==> src/rtl/qwin_pkg.sv <==
package qwin_pkg;

  // Strobes from control to datapath
  typedef struct packed {
    logic push;
    logic pop;
  } qwinStrobe_t;

  // Queue state from datapath to control
  typedef struct packed {
    logic inFull;
    logic inEmpty;
    logic outFull;
    logic outEmpty;
  } qwinLevel_t;

endpackage

==> src/rtl/qwin_fifo.sv <==
module qwin_fifo #(
  parameter int DATA_W = 64,
  parameter int DEPTH  = 16
) (
  input  logic              clk,
  input  logic              rstN,
  input  logic              pushEn,
  input  logic [DATA_W-1:0] pushData,
  input  logic              popEn,
  output logic [DATA_W-1:0] headData,
  output logic              full,
  output logic              empty,
  output logic [$clog2(DEPTH+1)-1:0] count
);
  localparam int PTR_W = (DEPTH > 1) ? $clog2(DEPTH) : 1;
  localparam int CNT_W = $clog2(DEPTH+1);

  logic [DATA_W-1:0] mem [DEPTH];
  logic [PTR_W-1:0]  wrPtr, rdPtr;
  logic [CNT_W-1:0]  cnt;
  logic              doPush, doPop;

  assign full   = (cnt == CNT_W'(DEPTH));
  assign empty  = (cnt == '0);
  assign doPush = pushEn && !full;
  assign doPop  = popEn && !empty;
  assign headData = mem[rdPtr];
  assign count  = cnt;

  always_ff @(posedge clk) begin
    if (!rstN) begin
      wrPtr <= '0;
      rdPtr <= '0;
      cnt   <= '0;
    end else begin
      if (doPush) begin
        wrPtr <= (wrPtr == PTR_W'(DEPTH-1)) ? '0 : wrPtr + 1'b1;
      end
      if (doPop) begin
        rdPtr <= (rdPtr == PTR_W'(DEPTH-1)) ? '0 : rdPtr + 1'b1;
      end
      if (doPush && !doPop)      cnt <= cnt + 1'b1;
      else if (doPop && !doPush) cnt <= cnt - 1'b1;
    end
  end

  always_ff @(posedge clk) begin
    if (doPush) mem[wrPtr] <= pushData;
  end

  // a push into a full queue never raises the occupancy
  a_r5_no_overflow: assert property (@(posedge clk) disable iff (!rstN)
    (pushEn && full) |=> (cnt <= $past(cnt)));

  // a pop from an empty queue never lowers the occupancy
  a_r6_no_underflow: assert property (@(posedge clk) disable iff (!rstN)
    (popEn && empty) |=> (cnt >= $past(cnt)));

endmodule

==> src/rtl/qwin_dpath.sv <==
module qwin_dpath
  import qwin_pkg::*;
#(
  parameter int DATA_W = 64,
  parameter int DEPTH  = 16
) (
  input  logic              clk,
  input  logic              rstN,
  input  qwinStrobe_t       strobe,
  input  logic [DATA_W-1:0] wrData,
  output logic [DATA_W-1:0] outHead,
  output qwinLevel_t        level
);
  localparam int CNT_W = $clog2(DEPTH+1);

  logic [DATA_W-1:0] inHead;
  logic              inFull, inEmpty, outFull, outEmpty, move;
  logic [CNT_W-1:0]  inCount, outCount;

  // Loopback mover: one word per cycle
  assign move = !inEmpty && !outFull;

  qwin_fifo #(.DATA_W(DATA_W), .DEPTH(DEPTH)) uIngress (
    .clk(clk), .rstN(rstN),
    .pushEn(strobe.push), .pushData(wrData),
    .popEn(move), .headData(inHead),
    .full(inFull), .empty(inEmpty), .count(inCount)
  );

  qwin_fifo #(.DATA_W(DATA_W), .DEPTH(DEPTH)) uEgress (
    .clk(clk), .rstN(rstN),
    .pushEn(move), .pushData(inHead),
    .popEn(strobe.pop), .headData(outHead),
    .full(outFull), .empty(outEmpty), .count(outCount)
  );

  assign level = '{inFull: inFull, inEmpty: inEmpty,
                   outFull: outFull, outEmpty: outEmpty};

  // the total held changes only by accepted pushes and pops
  a_r4_conserve: assert property (@(posedge clk) disable iff (!rstN)
    1'b1 |=> (int'(inCount) + int'(outCount)) ==
             (int'($past(inCount)) + int'($past(outCount))
              + int'($past(strobe.push && !inFull))
              - int'($past(strobe.pop && !outEmpty))));

  // words never sit in ingress while egress has room
  a_r4_mover_runs: assert property (@(posedge clk) disable iff (!rstN)
    (!inEmpty && !outFull && !strobe.pop) |=> (outCount == $past(outCount) + 1'b1));

endmodule

==> src/rtl/qwin_ctrl.sv <==
module qwin_ctrl
  import qwin_pkg::*;
#(
  parameter int DATA_W = 64,
  parameter int ADDR_W = 8
) (
  input  logic              clk,
  input  logic              rstN,
  input  logic [ADDR_W-1:0] busAddr,
  input  logic              busWe,
  input  logic              busRe,
  input  logic [1:0]        wrLow,
  input  logic [DATA_W-1:0] outHead,
  input  qwinLevel_t        level,
  output qwinStrobe_t       strobe,
  output logic [DATA_W-1:0] busRdata,
  output logic              irqOut
);
  localparam logic [ADDR_W-1:0] STAT_ADDR = ADDR_W'(1) << (ADDR_W-1);
  localparam logic [ADDR_W-1:0] MASK_ADDR = STAT_ADDR + ADDR_W'(8);

  logic       inWin, statSel, maskSel, statWr, maskWr;
  logic       ovfQ, udfQ;
  logic [1:0] maskQ;
  logic [DATA_W-1:0] rdNext, rdQ;

  assign inWin   = !busAddr[ADDR_W-1];
  assign statSel = (busAddr == STAT_ADDR);
  assign maskSel = (busAddr == MASK_ADDR);
  assign statWr  = busWe && statSel;
  assign maskWr  = busWe && maskSel;

  assign strobe.push = busWe && inWin;
  assign strobe.pop  = busRe && inWin;

  always_comb begin
    rdNext = '0;
    if (inWin) begin
      rdNext = level.outEmpty ? '0 : outHead;
    end else if (statSel) begin
      rdNext = {{(DATA_W-6){1'b0}}, level.outEmpty, level.outFull,
                level.inEmpty, level.inFull, udfQ, ovfQ};
    end else if (maskSel) begin
      rdNext = {{(DATA_W-2){1'b0}}, maskQ};
    end
  end

  always_ff @(posedge clk) begin
    if (!rstN) begin
      ovfQ  <= 1'b0;
      udfQ  <= 1'b0;
      maskQ <= 2'b00;
      rdQ   <= '0;
    end else begin
      ovfQ <= (ovfQ && !(statWr && wrLow[0])) || (strobe.push && level.inFull);
      udfQ <= (udfQ && !(statWr && wrLow[1])) || (strobe.pop && level.outEmpty);
      if (maskWr) maskQ <= wrLow;
      if (busRe)  rdQ   <= rdNext;
    end
  end

  assign busRdata = rdQ;
  assign irqOut   = (ovfQ && maskQ[0]) || (udfQ && maskQ[1]);

  // a set flag holds unless its clear bit is written
  a_r7_sticky_ovf: assert property (@(posedge clk) disable iff (!rstN)
    (ovfQ && !(statWr && wrLow[0])) |=> ovfQ);
  a_r7_sticky_udf: assert property (@(posedge clk) disable iff (!rstN)
    (udfQ && !(statWr && wrLow[1])) |=> udfQ);

  // misuse always raises the flag
  a_r5_ovf_raised: assert property (@(posedge clk) disable iff (!rstN)
    (busWe && inWin && level.inFull) |=> ovfQ);
  a_r6_udf_raised: assert property (@(posedge clk) disable iff (!rstN)
    (busRe && inWin && level.outEmpty) |=> (udfQ && busRdata == '0));

  // unmapped accesses never reach the queues
  a_r10_no_stray: assert property (@(posedge clk) disable iff (!rstN)
    (busAddr[ADDR_W-1]) |-> !(strobe.push || strobe.pop));

endmodule

==> src/rtl/qwin_top.sv <==
module qwin_top
  import qwin_pkg::*;
#(
  parameter int DATA_W = 64,
  parameter int DEPTH  = 16,
  parameter int ADDR_W = 8
) (
  input  logic              clk,
  input  logic              rstN,
  input  logic [ADDR_W-1:0] busAddr,
  input  logic              busWe,
  input  logic              busRe,
  input  logic [DATA_W-1:0] busWdata,
  output logic [DATA_W-1:0] busRdata,
  output logic              irqOut
);
  qwinStrobe_t       strobe;
  qwinLevel_t        level;
  logic [DATA_W-1:0] outHead;

  qwin_ctrl #(.DATA_W(DATA_W), .ADDR_W(ADDR_W)) uCtrl (
    .clk(clk), .rstN(rstN),
    .busAddr(busAddr), .busWe(busWe), .busRe(busRe),
    .wrLow(busWdata[1:0]), .outHead(outHead), .level(level),
    .strobe(strobe), .busRdata(busRdata), .irqOut(irqOut)
  );

  qwin_dpath #(.DATA_W(DATA_W), .DEPTH(DEPTH)) uDpath (
    .clk(clk), .rstN(rstN),
    .strobe(strobe), .wrData(busWdata),
    .outHead(outHead), .level(level)
  );

endmodule

==> config.mk <==
export PLATFORM = sky130hd
export DESIGN_NAME = qwin_top
export DESIGN_NICKNAME = d
export VERILOG_FILES = /design/src/rtl/qwin_pkg.sv /design/src/rtl/qwin_fifo.sv /design/src/rtl/qwin_dpath.sv /design/src/rtl/qwin_ctrl.sv /design/src/rtl/qwin_top.sv
export SDC_FILE = /design/constraint.sdc
export NUM_CORES = 2
export LEC_CHECK = 0
export BUFFER_PORTS_ARGS = -buffer_cell sky130_fd_sc_hd__buf_2
export CAP_MARGIN = 20
export CORE_UTILIZATION = 50
export DETAILED_ROUTE_END_ITERATION = 10
export HOLD_SLACK_MARGIN = 0.03
export PLACE_DENSITY = 0.68
export SLEW_MARGIN = 20
export SYNTH_ARGS = -nofsm -noshare
export SYNTH_HDL_FRONTEND = slang
export SYNTH_SLANG_ARGS = --single-unit
==> constraint.sdc <==
create_clock -name clk -period 6.1 [get_ports clk]
set_input_delay 0.915 -clock clk [delete_from_list [all_inputs] [get_ports clk]]
set_output_delay 0.915 -clock clk [all_outputs]
set_load 0.005 [all_outputs]
; Word-level counts from Yosys, hierarchy flattened
; Memory sizes are Yosys's and may differ from the RTL's. A register that Yosys moved wholly into a read port is not among the register bits.
; Cells that the tools add are included.
[totals]
regBits = 94
ram_bits = 2048
output_inout_bits = 65
wordCells = 87
n_memories = 2
[memory_table]
columns = name, words, word_bits, rd, rd_ports_with_merged_regs, wr, line_no
row1 = uDpath.uEgress.mem, 16, 64, 1, 1, 1, qwin_fifo.sv:18  ; logic [DATA_W-1:0] mem [DEPTH];
row2 = uDpath.uIngress.mem, 16, 64, 1, 1, 1, qwin_fifo.sv:18
[op_classes]
add_sub_neg = 8
eq_ne = 8
mux = 20
reduce_logical = 39
[op_table]
columns = operator, n
row1 = 64-bit 2-to-1 mux, 3
row2 = 4-bit 2-to-1 mux, 8
row3 = 1-bit logical AND, 21
row4 = 5-bit 2-to-1 mux, 4
row5 = 4-bit by 1-bit adder with 4-bit output (second input constant), 4
row6 = 4-bit equality test (second input constant), 4
row7 = 8-bit equality test (second input constant), 2
row8 = 1-bit zero test, 11
row9 = 5-bit by 1-bit adder with 5-bit output (second input constant), 2
row10 = 5-bit equality test (second input constant), 2
row11 = 5-bit zero test, 2
row12 = 5-bit by 1-bit subtractor with 5-bit output (second input constant), 2
row13 = 1-bit 2-to-1 mux, 4
row14 = 2-bit nonzero test, 2
row15 = 1-bit logical OR, 3
row16 = 2-bit 2-to-1 mux, 1

; Depth between registers and ports, before layout
[logic_depth]
word_depth = 8
depth_mapped = 13
mapped_depth_nobuf = 12

; By module
; Synthesis repeated with hierarchy kept, for this count alone.
[hier_totals]
hier_cells = 3674
area_unflattened_um2 = 80941.4
[by_module_without_submodules]
columns = mod, n_inst, cells_each, area_each_um2, seq_area_each_um2
row1 = qwin_fifo, 2, 1678, 39116.3, 31089.8
row2 = qwin_ctrl, 1, 313, 2675.1, 1361.3
row3 = qwin_dpath, 1, 5, 33.8, 0.0

; Least setup slack after synthesis
; No wires, ideal clock.
[synth_path]
path_type = register -> register
start = register uDpath.uEgress.cnt[0] (netlist: uDpath.uEgress.count[0])
end = memory uDpath.uEgress.mem[0][0] (enable)
arrival_ns = 5.410
path_slack_ns = 0.126
path_stages_with_launch = 7
n_path_buf = 1
period_less_slack_ns = 5.974
path_cell_list = dfxtp_1 > or4_4 > o21ai_4 > inv_2 > buf_2 > nand2_1 > nor3_1
[synth_between]
elab_chain_cells = 6
[synth_lines]
columns = element, line_no
row1 = from (decl), qwin_fifo.sv:20  ; logic [CNT_W-1:0] cnt;
row2 = from (signal assigned), qwin_fifo.sv:42  ; if (doPush && !doPop) cnt <= cnt + 1'b1;
row3 = from (signal assigned), qwin_fifo.sv:43  ; else if (doPop && !doPush) cnt <= cnt - 1'b1;
row4 = 5-bit equality test *, qwin_fifo.sv:23  ; assign full = (cnt == CNT_W'(DEPTH));
row5 = 1-bit zero test *, "qwin_fifo.sv:25, qwin_dpath.sv:21"
row6 = 1-bit logical AND, qwin_dpath.sv:21  ; assign move = !inEmpty && !outFull;
row7 = 1-bit logical AND *, qwin_fifo.sv:25  ; assign doPush = pushEn && !full;
row8 = named net uDpath.uEgress.doPush, qwin_fifo.sv:21  ; logic doPush, doPop;
row9 = 1-bit 2-to-1 mux *, qwin_fifo.sv:48  ; if (doPush) mem[wrPtr] <= pushData;
row10 = 1-bit 2-to-1 mux (implied by the code) *, qwin_fifo.sv:48
row11 = to (decl), qwin_fifo.sv:18
; The timed path passes the listed nets; every way through them passes the cells marked *.

; Final worst setup path
[layout_path]
start = register uDpath.uEgress.cnt[0] (netlist: uDpath.uEgress.count[0])
end = memory uDpath.uEgress.mem[13][43] (enable)
[layout_between]
elab_chain_cells = 6
[layout_lines]
columns = element, line_no
row1 = 5-bit equality test *, qwin_fifo.sv:23
row2 = 1-bit zero test *, "qwin_fifo.sv:25, qwin_dpath.sv:21"
row3 = 1-bit logical AND, qwin_dpath.sv:21
row4 = 1-bit logical AND *, qwin_fifo.sv:25
row5 = 1-bit 2-to-1 mux *, qwin_fifo.sv:48
row6 = 1-bit 2-to-1 mux (implied by the code) *, qwin_fifo.sv:48
; Every way passes the cells marked *; elsewhere a longest branch is shown, timed or not.

==> results <==
- The run finished with clean final reports.
- Counting every sink on the clock net gives 2150.
- In this run the mean area of a mapped cell was 23.6 um2.
- The leakage power figure is 27.8 nW.
- The die width is 405 um.
- The startpoint class of the critical path is a flip-flop.
- The flop-to-flop setup slack is 2.80 ns.
- Buffers placed on the I/O ports in this run total 140.
- The number of cells traversed by the worst register-to-register path is 6.
- The area fraction in compound gates after synthesis came to 0.0160.
- After clock tree synthesis, the repair step resized 0 gates.
- In this run the most critical hold path is launched from busWe.
- The clock tree from TritonCTS is done.
- Of the post-synthesis cell area, the dominant cell type holds 0.758.
- For hold timing, the worst endpoint is uCtrl.udfQ$_SDFF_PN0_.
- Routability-driven placement finished with a final weighted congestion of 0.760.
- The portion of synthesized area spent on multiplexers is 0.176.
- The max-cap violation count is 0.
- The terminus of the critical flop-to-flop path is uDpath.uEgress.mem[13][43]$_DFFE_PP_.
- The initial antenna violation count came to 28.
- Of all flip-flops after synthesis, the portion carrying an async set or reset was 0.
- The filler cell count is 11600.
- Including well taps, the total number of placed cells is 5634.
- Timing would allow up to 303 MHz.
- The share of the Yosys chip area taken by registers is 0.784.
- For the pin with the worst max-slew slack, the measured transition is 1.05 ns.
- Clock-pin slew was measured on the worst setup and hold paths at 0.06 ns.
- The die span in y is 405 um.
- For the finished layout, the period the worst path requires is 3.30 ns.
- Dividing the final minimum period by the clock period gives 0.541.
- Summing every instance area after synthesis gives 81100 um2.
- Synthesis produced 3440 cells.
- Setup repair after global routing left no endpoint under its margin.
- Of the total synthesized cell area, the portion taken by XOR and XNOR cells is 0.00119.
- The worst-case clock buffer depth is 3.
- In this run, the number of DRC markers left after iteration 0 of detailed routing was 3820.
- The simple-gate area share of the yosys netlist is 0.00913.
- In the routed design, unresolved DRC markers number 0.
- The clock insertion delay at the later pin of the skew report is 0.84 ns.
- The aggregate negative setup slack is 0 ns.
- The final net count is 3782.
- The max-slew violation total from the final report is 0.
- In this run, post-CTS hold repair placed 0 buffers.
- The count of nets left with antenna violations once routing finished came out at 0.
- The class of the most critical setup path is flip-flop to flip-flop.
- The required time of the critical path is 6.55 ns.
- The number of detailed-route iterations in the first pass is 5.
- The floorplan step defined a die boundary enclosing 164000 um2.
- The post-detailed-placement half-perimeter wirelength is 96600 um.
- The ratio of total power to cell area is 416 nW/um2.
- Entering global routing, the biggest net connects 129 pins.
- The area added between synthesis and finish is 12.4%.
- Of all nets on the critical path, the largest fanout is 43.
- The combinational family with the most area after synthesis is multiplexers.
- The maximum vdd drop is 397 uV.
- Buffers inserted during clock tree synthesis total 205.
- The depth of the worst hold-timing path is 4.
- The adder-cell area share of the yosys netlist is 0.00343.
- The endpoint type of the worst setup path is a flip-flop.
- After the flow finishes, the layout carries non-filler instances totaling 6009.
- After synthesis the netlist holds a flip-flop and latch count of 2150.
- Yosys printed 0 warnings.
- Across every metal layer, demand over resource in global routing totals 0.218.
- In the synthesized netlist the dominant register cell turns out to be edfxtp_1.
- The initial core utilization is 0.504.
- Across the routed clock network, the largest skew measured is 0.0331 ns.
- The origin of the critical flop-to-flop path is uDpath.uEgress.count[0]$_SDFFE_PN0P_.
- In this run the tightest slew margin relative to its limit is 0.303.
- In the final routed layout, each cell accounts on average for 29.4 um.
- In this run the count of I/O pins placed on the die edge is 141.
- In this run the number of H-tree levels came out at 4.
- The placeable core region is 161000 um2.
- For this run the aggregate overflow at the end of global routing stands at 0.
- The clock tree root driver cell is clkbuf_16.
- The synthesized design contains 2048 enable-type register cells.
- The floorplan has 147 rows.
- The detailed-route vias per instance is 6.03.
- Synthesis produced a netlist with a net count of 3537.
- The final hold violation count came to 0.
- The first global-routing pass estimated 255000 um of wire.
- The synthesized netlist contains 56 unique library cells.
- The fraction of final layout cells with drive strength greater than 1 is 0.302.
- The class of the most critical hold timing path is input pin to flip-flop.
- The via count of the first global-routing pass is 36800.
- The utilization of the core after routing is 0.567.
- Ranked by total cell area, the synthesized netlist is headed by edfxtp_1, mux4_2, dfxtp_1.
- Setup violations remaining at the end of the flow were counted as 0.
- The final wirelength is 176000 um.
- The top cell type by total area after synthesis is edfxtp_1.
- Buffers added to address setup during post-CTS repair amount to 0.
- STA puts the critical path data arrival time at 3.75 ns.
- Summing over every cut layer, the via total after detailed routing is 36300.
[registers in the layout, indices dropped and copies added, names as in the netlist, named ones only]
name and count:
uCtrl.ovfQ 1, uDpath.uIngress.mem 1024, uCtrl.busRdata 64, uCtrl.maskQ 2
uDpath.uEgress.count 5, uDpath.uIngress.wrPtr 4, uDpath.uIngress.count 5, uDpath.uEgress.mem 1024
uDpath.uEgress.wrPtr 4, uDpath.uEgress.rdPtr 4, uCtrl.udfQ 1, uDpath.uIngress.rdPtr 4
[cells by family (layout without fill, tap and decap cells)]
| kind of cell | after synthesis | count (layout) |
|---|---|---|
| AOI/OAI and AO/OA | 195 | 195 |
| xor gates and xnor gates | 11 | 11 |
| adders and majority gates | 21 | 21 |
| buffers and inverters | 189 | 594 |
| DFF | 2150 | 2150 |
| muxes | 722 | 722 |
| other | 0 | 4 |
| and+or+nand+nor | 152 | 152 |
[cells in the mapped netlist, types with 9 or more instances]
cell type	instances
edfxtp_1	2048
mux4_2	556
mux2i_1	106
dfxtp_1	102
buf_2	75
clkbuf_1	61
mux2_2	60
o21ai_1	58
a22oi_1	55
nor2_1	48
nand2_1	38
a21oi_1	33
buf_1	25
ha_1	19
and2_1	15
nand3_1	15
inv_1	14
a22oi_2	9
o21ai_0	9
[critical path: stages (launching register included)]
cell and delay (ns):
dfxtp_1 0.44, or4_4 0.22, o21ai_4 0.10, inv_2 0.22
nand2_1 0.26, nor2_4 0.79, buf_4 0.82
[stage by stage]
step	power, W	worst slack [ns]	hold WS (ns)	area, um2
CTS	0.0381	2.70	0.365	91100
global route	0.0391	2.57	0.419	91200
finish	0.0379	2.80	0.410	91200
floorplan	0.0235	0.126	0.467	81100
detailed placement	0.0259	2.34	0.471	84600
global placement	0.0258	2.34	0.472	84600
[worst max path at each step]
stage | startpoint | end | slack, ns | depth (start not counted)
3_3_place_gp | busAddr[7] | uDpath.uIngress.mem[7][11]$_DFFE_PP_ | 2.34 | 7
3_5_place_dp | busAddr[7] | uDpath.uIngress.mem[5][60]$_DFFE_PP_ | 2.34 | 7
4_1_cts | uDpath.uEgress.count[0]$_SDFFE_PN0P_ | uDpath.uEgress.mem[13][43]$_DFFE_PP_ | 2.70 | 6
2_1_floorplan | uDpath.uEgress.count[0]$_SDFFE_PN0P_ | uDpath.uEgress.mem[0][0]$_DFFE_PP_ | 0.13 | 6
6_report | uDpath.uEgress.count[0]$_SDFFE_PN0P_ | uDpath.uEgress.mem[13][43]$_DFFE_PP_ | 2.80 | 6
5_1_grt | uDpath.uEgress.count[0]$_SDFFE_PN0P_ | uDpath.uEgress.mem[13][43]$_DFFE_PP_ | 2.57 | 6
[layer usage]
layer	vias to the layer above	GRT usage	routed length, um
met5	-	0	150
met4	22	0.0595	3590
met3	259	0.0425	13300
met2	1325	0.345	85800
met1	19500	0.313	73600
li1	15200	-	-
[cell usage in the layout, fill, tap and decap left out, types with 55 or more instances in the layout]
| cell type | instances |
|---|---|
| edfxtp_1 | 2048 |
| mux4_2 | 556 |
| clkbuf_16 | 206 |
| buf_2 | 140 |
| mux2i_1 | 106 |
| dfxtp_1 | 95 |
| mux2_2 | 60 |
| o21ai_1 | 58 |
| a22oi_1 | 55 |
| clkbuf_1 | 55 |
[layout make-up]
| class | instances | area [um2] | area share |
|---|---|---|---|
| clock buffer | 268 | 5460 | 0.0599 |
| sequential | 2150 | 63600 | 0.697 |
| multi-input combinational | 1101 | 16800 | 0.185 |
| inverter | 15 | 56.3 | 0.000618 |
| antenna | 4 | 10.0 | 0.000110 |
| timing repair buffer | 212 | 1500 | 0.0165 |
| tap | 2160 | 2700 | 0.0296 |
| clock inverter | 99 | 1030 | 0.0113 |
[power by group]
part           internal, W  switching (W)
Combinational      0.00282        0.00416
Sequential          0.0182       0.000407
Clock              0.00705        0.00527
Note: power is estimated with default switching activity, not from simulation.
